`src/rtl/swinv_pkg.sv`:
```
package swinv_pkg;

  typedef enum logic [2:0] {
    LV_S0 = 3'd0,
    LV_S1 = 3'd1,
    LV_W0 = 3'd2,
    LV_W1 = 3'd3,
    LV_Z  = 3'd4,
    LV_U  = 3'd5
  } lv_t;

  typedef enum logic [1:0] {
    NET_CMOS    = 2'd0,
    NET_RATIO   = 2'd1,
    NET_BUF     = 2'd2,
    NET_BUF_ALT = 2'd3
  } net_t;

  localparam int unsigned NODES = 6;
  // node slots: pull-up leg, pull-down leg, first stage, restore-high, restore-low, buffered out
  localparam int unsigned N_A = 0;
  localparam int unsigned N_B = 1;
  localparam int unsigned N_M = 2;
  localparam int unsigned N_C = 3;
  localparam int unsigned N_D = 4;
  localparam int unsigned N_O = 5;

  function automatic lv_t lv_norm(input logic [2:0] code);
    return (code <= 3'd5) ? lv_t'(code) : LV_U;
  endfunction

  function automatic logic lv_strong(input lv_t v);
    return (v == LV_S0) || (v == LV_S1);
  endfunction

  // two-input connection rule
  function automatic lv_t lv_join(input lv_t a, input lv_t b);
    if (a == LV_Z) return b;
    if (b == LV_Z) return a;
    if ((a == LV_U) || (b == LV_U)) return LV_U;
    if (a == b) return a;
    if (lv_strong(a) && !lv_strong(b)) return a;
    if (lv_strong(b) && !lv_strong(a)) return b;
    return LV_U;
  endfunction

  // pull device: weakens drive
  function automatic lv_t lv_weaken(input lv_t v);
    case (v)
      LV_S0, LV_W0: return LV_W0;
      LV_S1, LV_W1: return LV_W1;
      LV_Z:         return LV_Z;
      default:      return LV_U;
    endcase
  endfunction

  // amplifying switch, conducts on a 1-like control
  function automatic lv_t sw_n(input lv_t ctl, input lv_t src);
    case (ctl)
      LV_S1, LV_W1: return src;
      LV_S0, LV_W0: return LV_Z;
      default:      return LV_U;
    endcase
  endfunction

  // amplifying switch, conducts on a 0-like control
  function automatic lv_t sw_p(input lv_t ctl, input lv_t src);
    case (ctl)
      LV_S0, LV_W0: return src;
      LV_S1, LV_W1: return LV_Z;
      default:      return LV_U;
    endcase
  endfunction

endpackage

```
`src/rtl/inv_net_step.sv`:
```
module inv_net_step
  import swinv_pkg::*;
(
  input  net_t              net,
  input  lv_t               xin,
  input  lv_t [NODES-1:0]   cur,
  output lv_t [NODES-1:0]   nxt,
  output lv_t               tap
);

  always_comb begin
    for (int i = 0; i < NODES; i++) nxt[i] = LV_Z;
    case (net)
      NET_CMOS: begin
        nxt[N_A] = sw_p(xin, LV_S1);
        nxt[N_B] = sw_n(xin, LV_S0);
        nxt[N_M] = lv_join(cur[N_A], cur[N_B]);
      end
      NET_RATIO: begin
        nxt[N_A] = sw_n(xin, LV_S0);
        nxt[N_B] = lv_weaken(LV_S1);
        nxt[N_M] = lv_join(cur[N_A], cur[N_B]);
      end
      default: begin
        nxt[N_A] = sw_n(xin, LV_S0);
        nxt[N_B] = lv_weaken(LV_S1);
        nxt[N_M] = lv_join(cur[N_A], cur[N_B]);
        nxt[N_C] = sw_n(cur[N_M], LV_S1);
        nxt[N_D] = sw_n(xin, LV_S0);
        nxt[N_O] = lv_join(cur[N_C], cur[N_D]);
      end
    endcase
  end

  assign tap = (net == NET_BUF || net == NET_BUF_ALT) ? cur[N_O] : cur[N_M];

endmodule

```
`src/rtl/inv_net_ctrl.sv`:
```
module inv_net_ctrl #(
  parameter int unsigned MAX_ITER = 8,
  parameter int unsigned CNT_W    = $clog2(MAX_ITER + 1)
) (
  input  logic             clk,
  input  logic             rst_n,
  input  logic             start,
  input  logic             changed,
  output logic             load,
  output logic             running,
  output logic             ev_settle,
  output logic             ev_giveup,
  output logic             done,
  output logic             settled,
  output logic             no_conv,
  output logic [CNT_W-1:0] iter_cnt
);

  localparam logic [CNT_W-1:0] LAST = CNT_W'(MAX_ITER - 1);

  assign load      = start && !running;
  assign ev_settle = running && !changed;
  assign ev_giveup = running && changed && (iter_cnt == LAST);

  always_ff @(posedge clk or negedge rst_n) begin
    if (!rst_n) begin
      running  <= 1'b0;
      done     <= 1'b0;
      settled  <= 1'b0;
      no_conv  <= 1'b0;
      iter_cnt <= '0;
    end else if (load) begin
      running  <= 1'b1;
      done     <= 1'b0;
      settled  <= 1'b0;
      no_conv  <= 1'b0;
      iter_cnt <= '0;
    end else if (running) begin
      iter_cnt <= iter_cnt + 1'b1;
      if (ev_settle) begin
        running <= 1'b0;
        done    <= 1'b1;
        settled <= 1'b1;
      end else if (ev_giveup) begin
        running <= 1'b0;
        done    <= 1'b1;
        no_conv <= 1'b1;
      end
    end
  end

endmodule

```
`src/rtl/switch_inverter_eval.sv`:
```
module switch_inverter_eval
  import swinv_pkg::*;
#(
  parameter int unsigned MAX_ITER = 8,
  localparam int unsigned CNT_W   = $clog2(MAX_ITER + 1)
) (
  input  logic             clk,
  input  logic             rst_n,
  input  logic             start,
  input  logic [2:0]       x_code,
  input  logic [1:0]       net_sel,
  output logic             done,
  output logic             settled,
  output logic             no_conv,
  output logic [2:0]       out_val,
  output logic [CNT_W-1:0] iter_cnt
);

  lv_t             x_q;
  net_t            net_q;
  lv_t [NODES-1:0] node_q;
  lv_t [NODES-1:0] node_d;
  lv_t             tap;
  lv_t             out_q;
  logic            changed;
  logic            load;
  logic            running;
  logic            ev_settle;
  logic            ev_giveup;

  inv_net_step u_step (
    .net (net_q),
    .xin (x_q),
    .cur (node_q),
    .nxt (node_d),
    .tap (tap)
  );

  assign changed = (node_d != node_q);

  inv_net_ctrl #(.MAX_ITER(MAX_ITER), .CNT_W(CNT_W)) u_ctrl (
    .clk       (clk),
    .rst_n     (rst_n),
    .start     (start),
    .changed   (changed),
    .load      (load),
    .running   (running),
    .ev_settle (ev_settle),
    .ev_giveup (ev_giveup),
    .done      (done),
    .settled   (settled),
    .no_conv   (no_conv),
    .iter_cnt  (iter_cnt)
  );

  always_ff @(posedge clk or negedge rst_n) begin
    if (!rst_n) begin
      x_q   <= LV_Z;
      net_q <= NET_CMOS;
      out_q <= LV_Z;
      for (int i = 0; i < NODES; i++) node_q[i] <= LV_Z;
    end else if (load) begin
      x_q   <= lv_norm(x_code);
      net_q <= net_t'(net_sel);
      out_q <= LV_Z;
      for (int i = 0; i < NODES; i++) node_q[i] <= LV_Z;
    end else if (running) begin
      node_q <= node_d;
      if (ev_settle)      out_q <= tap;
      else if (ev_giveup) out_q <= LV_U;
    end
  end

  assign out_val = out_q;

endmodule

```
`config.mk`:
```
export PLATFORM = sky130hd
export DESIGN_NAME = switch_inverter_eval
export DESIGN_NICKNAME = d
export VERILOG_FILES = /design/src/rtl/swinv_pkg.sv /design/src/rtl/inv_net_step.sv /design/src/rtl/inv_net_ctrl.sv /design/src/rtl/switch_inverter_eval.sv
export SDC_FILE = /design/constraint.sdc
export NUM_CORES = 1
export LEC_CHECK = 0
export BUFFER_PORTS_ARGS = -buffer_cell sky130_fd_sc_hd__buf_4
export CORE_MARGIN = 1.5
export CORE_UTILIZATION = 50
export CTS_BUF_LIST = sky130_fd_sc_hd__clkbuf_4 sky130_fd_sc_hd__clkbuf_8
export DETAILED_ROUTE_END_ITERATION = 7
export PLACE_DENSITY = 0.78
export SLEW_MARGIN = 20
export SYNTH_ARGS = -nofsm -noshare
export SYNTH_HDL_FRONTEND = slang
export SYNTH_SLANG_ARGS = --single-unit
```
`constraint.sdc`:
```
create_clock -name clk -period 3.3 [get_ports clk]
set_input_delay 0 -clock clk [delete_from_list [all_inputs] [get_ports clk]]
set_output_delay 0 -clock clk [all_outputs]
set_load 0.02 [all_outputs]
```
==> metrics.md, run 1 <==
| Metric | Value |
|---|---|
| DR vias | `1449` |
| Synthesized area per cell | `9.54 sq um` |
| RD Place Congestion | `0.934` |
| Post-CTS setup buffers | `0` |
| Share of async-settable or async-resettable flops after synthesis | `1.00` |
| Worst Hold Class | `input port to asynchronous set/reset pin` |
| Synth top cells by count | `21 x dfrtp_1, 17 x nand2_1, 15 x nor2_1, 13 x o21ai_0, 12 x a21oi_1` |
| Initial antenna violation count | `0` |
| Leakage | `0.822 nW` |
| Num rows | `20` |
| Post-route core utilization | `0.616` |
| Synth area leaders | `dfrtp_1 31%, dfstp_2 12%, o21ai_0 3.8%, nand2_1 3.8%, a21oi_1 3.5%` |
| Top Ports | `18` |
| Area of the die | `0.00375 sq mm` |
| Setup violators final | `0` |
| Final Hold Fails | `0` |
| # H-tree levels | `2` |
| Number of global-route vias before repair | `1383` |
| Sequential fraction of the synthesis area | `0.433` |
| Post-synth top area share | `0.310` |
| RSZ-0062 raised after global routing | `no` |
| Syn-to-layout area delta | `13.4%` |
| Fin area | `0.00193 sq mm` |
| Max Freq | `0.424 GHz` |
| Antenna diode count | `0` |
| CTS tree | `done` |
| CP startpoint kind | `flip-flop` |
| Global-route wire length before repair | `6.67 mm` |
| GRT Overall Usage | `0.245` |
| Post-synth EDFFs | `0` |
| Warnings, synthesis | `0` |
| Die height | `61.3 um` |
| Placed cell areas | `0.00180 sq mm` |
| Max rail drop VDD | `0.589 mV` |
| Flop and latch count out of synthesis | `29` |
| Max-cap violations | `0` |
| Area occupied by multi-input gates | `848 sq um` |
| Status | `finished clean` |
| PostCTS Resize Cnt | `0` |
| Synth cell types | `53` |
| Router iterations before antenna repair | `4` |
| Initial DRC Count | `95` |
| Largest net degree at the start of global routing | `30` |
| Layout Skew | `0.00996 ns` |
| Slew headroom | `0.573` |
| Most common cell in the netlist | `dfrtp_1` |
| CTS Hold Bufs | `7` |
| Placed wire-length estimate | `2.72 mm` |
| Kind of critical path | `flip-flop to flip-flop` |
| Initial Util | `0.543` |
| Post-synth net total | `188` |
| Crit. End Element | `flip-flop` |
| Die Span X | `61.3 um` |
| Post-Syn Instances | `178` |
| Detail Route Antenna Nets | `0` |
| TritonCTS buffer count | `5` |
| Required time of the critical path | `3.53 ns` |
| Clk buf depth | `2` |
| Core area | `0.00313 sq mm` |
| Cell Area, Synth | `0.00170 sq mm` |
| Root Driver | `clkbuf_4` |
| Final WL | `3.93 mm` |
| Final min period | `2.36 ns` |
| Worst-path clk slew | `0.10 ns` |
| Count of final max-slew check failures | `0` |
| CP max FO | `21` |
| Residual DRC | `0` |
| Fill cell count | `277` |
| Tightest Pin Transition | `0.640 ns` |
| Total Neg Setup Slack | `0 ns` |
| WL/cell | `16.2 um` |
| Post-synth top area cell | `dfrtp_1` |
| Number of clock sinks seen by CTS | `29` |
| Via density | `5.96` |
| Crit share post-route | `0.715` |
| CP arrival | `2.59 ns` |
| Final hold slack | `0.113 ns` |
| Register area | `736 sq um` |
| Later-pin clock latency in the skew report | `0.33 ns` |
| Pwr/cell area | `989 mW/mm^2` |
| Share of cells above drive strength 1 | `0.221` |
| Port Buffers | `17` |
| Ys flop type | `dfrtp_1` |
| Grt ovf | `0` |
| NumNets Final | `208` |
layout make-up:
| class | count | area share |
|---|---|---|
| timing repair buffer | 24 | 0.103 |
| clock inverter | 2 | 0.00520 |
| multi-input combinational | 129 | 0.441 |
| inverter | 9 | 0.0175 |
| tap | 44 | 0.0286 |
| clock buffer | 6 | 0.0234 |
| sequential | 29 | 0.382 |
flip-flops by register name (all words and copies together) (netlist names):
name and count:
node_q 14, u_ctrl.iter_cnt 4, out_val 3, net_q 2, x_q 2, u_ctrl.done 1
u_ctrl.no_conv 1, u_ctrl.running 1, u_ctrl.settled 1
kinds of logic (layout without fill, tap and decap cells):
group,Yosys count,in the layout,share of synthesized area
compound gates,53,53,0.205
xor+xnor,8,8,0.0413
fa+ha+maj,2,2,0.0147
buf+inv,20,41,0.0671
flops,29,29,0.433
mux,7,7,0.0435
simple gates,59,59,0.195
critical path, cell delays in order (launching register included):
cell	delay, ns
dfrtp_1	0.62
nor2_1	0.44
xnor2_1	0.17
a21oi_1	0.09
o311ai_1	0.35
and4_2	0.35
a31oi_1	0.10
o21a_1	0.15
power by group:
group	total, mW	switching, mW	internal (mW)	leakage [nW]
combinational	0.863	0.454	0.409	0.441
clock	0.218	0.129	0.0892	0.0354
sequential	0.823	0.288	0.535	0.345
final timing paths:
kind,start,end,slack [ns],depth (start not counted)
setup / recovery,net_q[1],out_val[0],0.94,7
hold / removal,rst_n,node_q[12],0.11,2
setup reg to reg,net_q[1],out_val[0],0.94,7
hold reg to reg,node_q[17],node_q[17],0.53,2
max in group asynchronous,rst_n,node_q[8],2.87,2
min in group clk,start,node_q[3],0.42,3
stage by stage:
stage | total power [mW] | setup slack (ns) | cells
floorplan | 1.47 | 1.45 | 178
global placement | 1.63 | 1.07 | 228
detailed placement | 1.66 | 0.981 | 228
CTS | 1.89 | 0.953 | 243
global route | 2.05 | 0.717 | 243
finish | 1.90 | 0.939 | 243
layout by cell type, fill, tap and decap left out, types with 4 or more instances in the layout:
cell type,n
a21oi_1,12
a31oi_1,5
buf_4,17
clkbuf_4,6
dfrtp_1,21
dfstp_2,8
dlygate4sd3_1,7
inv_1,8
mux2i_1,4
nand2_1,17
nand3_1,5
nor2_1,15
o21ai_0,13
xnor2_1,5
routing by layer:
metal	up-vias	track usage	wire, um
met3	5	0.0630	251
met2	54	0.380	1870
met5	-	0	0
met1	706	0.329	1760
met4	0	0.0932	43
li1	684	-	-
No activity file was read; power rests on OpenSTA's default activity.
==> inputs of run 2 (changes only) <==
PLACE_DENSITY = 0.8   (was 0.78)
clock period = 2 ns   (was 3.3 ns; I/O delays follow)
==> run 2 against run 1 <==
  * The flow now finishes with violations (setup timing)
  * Global-route usage up 0.51 points
  * Via count grew 5.4%
  * Design area rose by 12%
  * Largest power group unchanged
  * Non-clock buffer count grew 15
  * Combinational power rose by 120%
  * Critical path type unchanged
  * Worst setup slack worse by 0.94 ns
  * Sequential power rose by 60%
  * Power up 97%
  * Sequential cell count unchanged
  * Sequential share of layout area shrank 4.0 points
  * Register-to-register slack got worse by 0.94 ns
==> metrics.md, run 2 (synthesized netlist as in run 1, its figures left out) <==
| Metric | Value |
|---|---|
| DR vias | `1527` |
| Fill cell count | `227` |
| Placed wire-length estimate | `2.80 mm` |
| Kind of critical path | `flip-flop to flip-flop` |
| Grt ovf | `0` |
| Router iterations before antenna repair | `4` |
| Leakage | `0.919 nW` |
| Port Buffers | `17` |
| Antenna diode count | `0` |
| Required time of the critical path | `2.23 ns` |
| TritonCTS buffer count | `5` |
| Placed insts | `237` |
| Overall power | `3.76 mW` |
| WL/cell | `16.9 um` |
| Min setup slack post-route | `-0.00233 ns` |
| Core area | `0.00313 sq mm` |
| Slew headroom | `0.728` |
| Final min period | `2.00 ns` |
| Most flop-heavy register | `node_q` |
| Later-pin clock latency in the skew report | `0.33 ns` |
| Largest net degree at the start of global routing | `30` |
| Max reg flops | `14` |
| RD Place Congestion | `0.928` |
| Number of global-route vias before repair | `1422` |
| Pwr/cell area | `1740 mW/mm^2` |
| CP arrival | `2.23 ns` |
| Area of the die | `0.00375 sq mm` |
| Root Driver | `clkbuf_4` |
| Detail Route Antenna Nets | `0` |
| Num rows | `20` |
| Crit share post-route | `1.00` |
| CP startpoint kind | `flip-flop` |
| Max Freq | `0.499 GHz` |
| Violated checks | `setup timing` |
| Initial Util | `0.543` |
| Final WL | `4.37 mm` |
| Setup violators final | `1` |
| Worst Hold Class | `input port to asynchronous set/reset pin` |
| Initial antenna violation count | `0` |
| Layout Skew | `0.00652 ns` |
| Residual DRC | `0` |
| Clk buf depth | `2` |
| # H-tree levels | `2` |
| Max-cap violations | `0` |
| Most frequent cells in the layout | `30 x buf_4, 18 x dfrtp_1, 17 x nand2_1, 13 x nor2_1, 13 x o21ai_0` |
| Die height | `61.3 um` |
| Final Hold Fails | `0` |
| Tightest Pin Transition | `0.408 ns` |
| CTS tree | `done` |
| CP max FO | `6` |
| Worst-path clk slew | `0.10 ns` |
| GRT Overall Usage | `0.250` |
| Max rail drop VDD | `0.971 mV` |
| Share of cells above drive strength 1 | `0.360` |
| Number of clock sinks seen by CTS | `29` |
| NumNets Final | `223` |
| Status | `finished with violations` |
| Top Ports | `18` |
| Global-route wire length before repair | `6.81 mm` |
| Initial DRC Count | `117` |
| Crit. End Element | `flip-flop` |
| Count of final max-slew check failures | `0` |
| Placement Setup Slack | `-0.0357 ns` |
| Syn-to-layout area delta | `27.2%` |
| Final cell count without fillers | `258` |
| Total Neg Setup Slack | `-0.00233 ns` |
| Most common cell after layout, fill and taps aside | `buf_4` |
| Die Span X | `61.3 um` |
| Via density | `5.92` |
## run 2: cell type report
cell class | count | area, sq um | share of cell area
clock buffer | 6 | 51.3 | 0.0238
clock inverter | 2 | 37.5 | 0.0174
inverter | 9 | 33.8 | 0.0156
multi-input combinational | 129 | 931 | 0.431
sequential | 29 | 739 | 0.342
tap | 44 | 55.1 | 0.0255
timing repair buffer | 39 | 312 | 0.144
## run 2: where the power goes
part / internal [mW] / switching (mW) / total (mW)
Clock: 0.297 / 0.219 / 0.516
Sequential: 0.890 / 0.428 / 1.32
Combinational: 0.933 / 0.991 / 1.92
Total: 2.12 / 1.64 / 3.76
## run 2: metal layers
| metal | track usage | routed length (um) | part of all wire | vias up |
|---|---|---|---|---|
| li1 | - | - | - | 715 |
| met2 | 0.395 | 2210 | 0.50 | 69 |
| met3 | 0.0714 | 293 | 0.067 | 6 |
| met5 | 0 | 0 | 0 | - |
| met4 | 0.0839 | 55 | 0.013 | 0 |
| met1 | 0.331 | 1810 | 0.42 | 737 |
## run 2: worst max-delay path: stages (launching register included)
cell	delay, ns
dfstp_2	0.59
clkbuf_2	0.18
xnor2_1	0.14
a21oi_1	0.11
o311ai_2	0.25
buf_4	0.17
and4_4	0.25
a31oi_1	0.10
o21a_1	0.12
## run 2: path summary, 6_finish.rpt
kind | start | to | slack, ns | depth (start not counted)
setup / recovery | node_q[2] | out_val[0] | -0.002 | 8
hold / removal | rst_n | u_ctrl.iter_cnt[1] | 0.11 | 2
setup reg to reg | node_q[2] | out_val[0] | -0.002 | 8
hold reg to reg | out_val[1] | out_val[1] | 0.55 | 2
max in group asynchronous | rst_n | node_q[17] | 1.57 | 2
min in group clk | start | node_q[3] | 0.41 | 3
## run 2: repair_timing
item	CTS	global route
hold endpoints to repair	34	0
buffers inserted	1	5
hold buffers	7	0
pin swaps	0	8
setup endpoints to repair	4	6
gates resized for setup	4	19
## run 2: per-stage QoR
| step | instance area, sq um | hold WS [ns] | util |
|---|---|---|---|
| after detailed placement | 1870 | -0.0585 | 0.597 |
| after global routing | 2160 | 0.130 | 0.690 |
| final | 2160 | 0.111 | 0.690 |
| after CTS | 2050 | 0.111 | 0.656 |
| after floorplan | 1700 | -0.296 | - |
| after global placement | 1870 | -0.0659 | 0.597 |
==> inputs of run 3 (changes only) <==
BUFFER_PORTS_ARGS = unset   (was -buffer_cell sky130_fd_sc_hd__buf_4)
DONT_BUFFER_PORTS = 1   (was unset)
PLACE_DENSITY = 0.76   (was 0.8)
==> run 3 against run 2 <==
  * Sequential share of layout area increased by 2.0 points
  * Global-route usage fell by 0.088 points
  * Sequential power increased by 6%
  * Via count fell by 2.7%
  * Power fell by 2.9%
  * The run now ends clean
==> metrics.md, run 3 (synthesized netlist as in run 1, its figures left out) <==
| Metric | Value |
|---|---|
| Final Hold Fails | `0` |
| Die height | `61.3 um` |
| TritonCTS buffer count | `5` |
| Port Buffers | `0` |
| Initial DRC Count | `61` |
| Global-route wire length before repair | `6.64 mm` |
| CP max FO | `5` |
| Share of cells above drive strength 1 | `0.293` |
| Die Span X | `61.3 um` |
| Detail Route Antenna Nets | `0` |
| Final WL | `4.47 mm` |
| Layout Skew | `0.00963 ns` |
| Setup violators final | `0` |
| Pwr/cell area | `1790 mW/mm^2` |
| RR Endpoint | `out_val[0]` |
| # H-tree levels | `2` |
| R2R cell count | `7` |
| CP startpoint kind | `flip-flop` |
| Initial antenna violation count | `0` |
| Worst Hold Class | `input port to asynchronous set/reset pin` |
| GRT Overall Usage | `0.249` |
| Critical path origin | `net_q[1]` |
| Initial Util | `0.543` |
| Number of global-route vias before repair | `1376` |
| WL/cell | `18.5 um` |
| Top Ports | `18` |
| Overall power | `3.65 mW` |
| Later-pin clock latency in the skew report | `0.33 ns` |
| Count of final max-slew check failures | `0` |
| Clk buf depth | `2` |
| Placed wire-length estimate | `2.81 mm` |
| Crit share post-route | `0.982` |
| Worst-path clk slew | `0.10 ns` |
| Leakage | `0.840 nW` |
| Num rows | `20` |
| Root Driver | `clkbuf_4` |
| Syn-to-layout area delta | `20.1%` |
| Grt ovf | `0` |
| Fill cell count | `237` |
| Final min period | `1.96 ns` |
| Router iterations before antenna repair | `4` |
| Number of clock sinks seen by CTS | `29` |
| Final hold slack | `0.110 ns` |
| CP endpoint | `out_val[0]` |
| Tightest Pin Transition | `0.740 ns` |
| RSZ-0062 raised after global routing | `yes` |
| Status | `finished clean` |
| NumNets Final | `207` |
| Area of the die | `0.00375 sq mm` |
| DR vias | `1486` |
| Reg-to-Reg Start | `net_q[1]` |
| Max reg flops | `14` |
| Antenna diode count | `0` |
| Largest net degree at the start of global routing | `30` |
| CTS tree | `done` |
| CP arrival | `2.19 ns` |
| Max Freq | `0.509 GHz` |
| Most flop-heavy register | `node_q` |
| Most frequent cells in the layout | `19 x dfrtp_1, 16 x nand2_1, 14 x nor2_1, 13 x o21ai_0, 13 x buf_4` |
| Via density | `6.14` |
| Most common cell after layout, fill and taps aside | `dfrtp_1` |
| RD Place Congestion | `0.964` |
| Max-cap violations | `0` |
| Residual DRC | `0` |
| R2r setup slk | `0.04 ns` |
| Crit. End Element | `flip-flop` |
| Core area | `0.00313 sq mm` |
| Slew headroom | `0.505` |
| Required time of the critical path | `2.23 ns` |
| Max rail drop VDD | `1.06 mV` |
| Kind of critical path | `flip-flop to flip-flop` |
## run 3: power by group
part | total (mW) | switching, mW | leakage (nW) | internal, mW
clock | 0.509 | 0.212 | 0.0445 | 0.297
sequential | 1.40 | 0.513 | 0.343 | 0.887
combinational | 1.74 | 0.898 | 0.453 | 0.845
## run 3: timing repair
| action | 4_1_cts | 5_1_grt |
|---|---|---|
| hold endpoints to repair | 38 | 0 |
| buffers inserted | 1 | 6 |
| endpoints found under the setup margin | 4 | 6 |
| pin swaps | 0 | 7 |
| resized for setup | 2 | 18 |
| hold buffers | 8 | 0 |
## run 3: worst min path at each step
| stage | to | slack (ns) | cells past startpoint |
|---|---|---|---|
| 2_1_floorplan | net_q[0] | -0.30 | 0 |
| 3_3_place_gp | node_q[0] | -0.29 | 0 |
| 3_5_place_dp | node_q[12] | -0.29 | 0 |
| 4_1_cts | u_ctrl.done | 0.11 | 2 |
| 5_1_grt | net_q[0] | 0.10 | 2 |
| 6_report | node_q[4] | 0.11 | 2 |
## run 3: layer usage
layer	wire length (um)	vias to the layer above	GRT usage
met5	0	-	0
met4	112	0	0.0963
met3	358	13	0.0798
met2	2170	77	0.406
met1	1820	712	0.307
li1	-	684	-
## run 3: per-stage QoR
stage / instance area, sq um / worst slack [ns] / std cells / util / setup TNS, ns
2_1_floorplan: 1700 / 0.153 / 178 / - / 0
3_3_place_gp: 1730 / 0.0392 / 219 / 0.554 / 0
3_5_place_dp: 1730 / -0.0170 / 219 / 0.554 / -0.0185
4_1_cts: 1920 / 0.0250 / 236 / 0.615 / 0
5_1_grt: 2040 / -0.0547 / 242 / 0.652 / -0.173
6_report: 2040 / 0.0353 / 242 / 0.652 / 0
## run 3: area by class of cell
| class | count | area [sq um] | area share |
|---|---|---|---|
| multi-input cells | 129 | 920 | 0.451 |
| flip-flops and latches | 29 | 738 | 0.362 |
| repair buffers | 23 | 204 | 0.100 |
| well taps | 44 | 55.1 | 0.0270 |
| clock buffers | 6 | 51.3 | 0.0252 |
| clock inverters | 2 | 37.5 | 0.0184 |
| inverters | 9 | 33.8 | 0.0166 |
## run 3: critical path, stage by stage, from the launching register on
cell and delay [ns]:
dfrtp_1 0.44, nor2_2 0.25, a31oi_1 0.12, o22a_1 0.22
a211oi_2 0.30, and4_4 0.31, a31oi_1 0.09, o21a_1 0.12
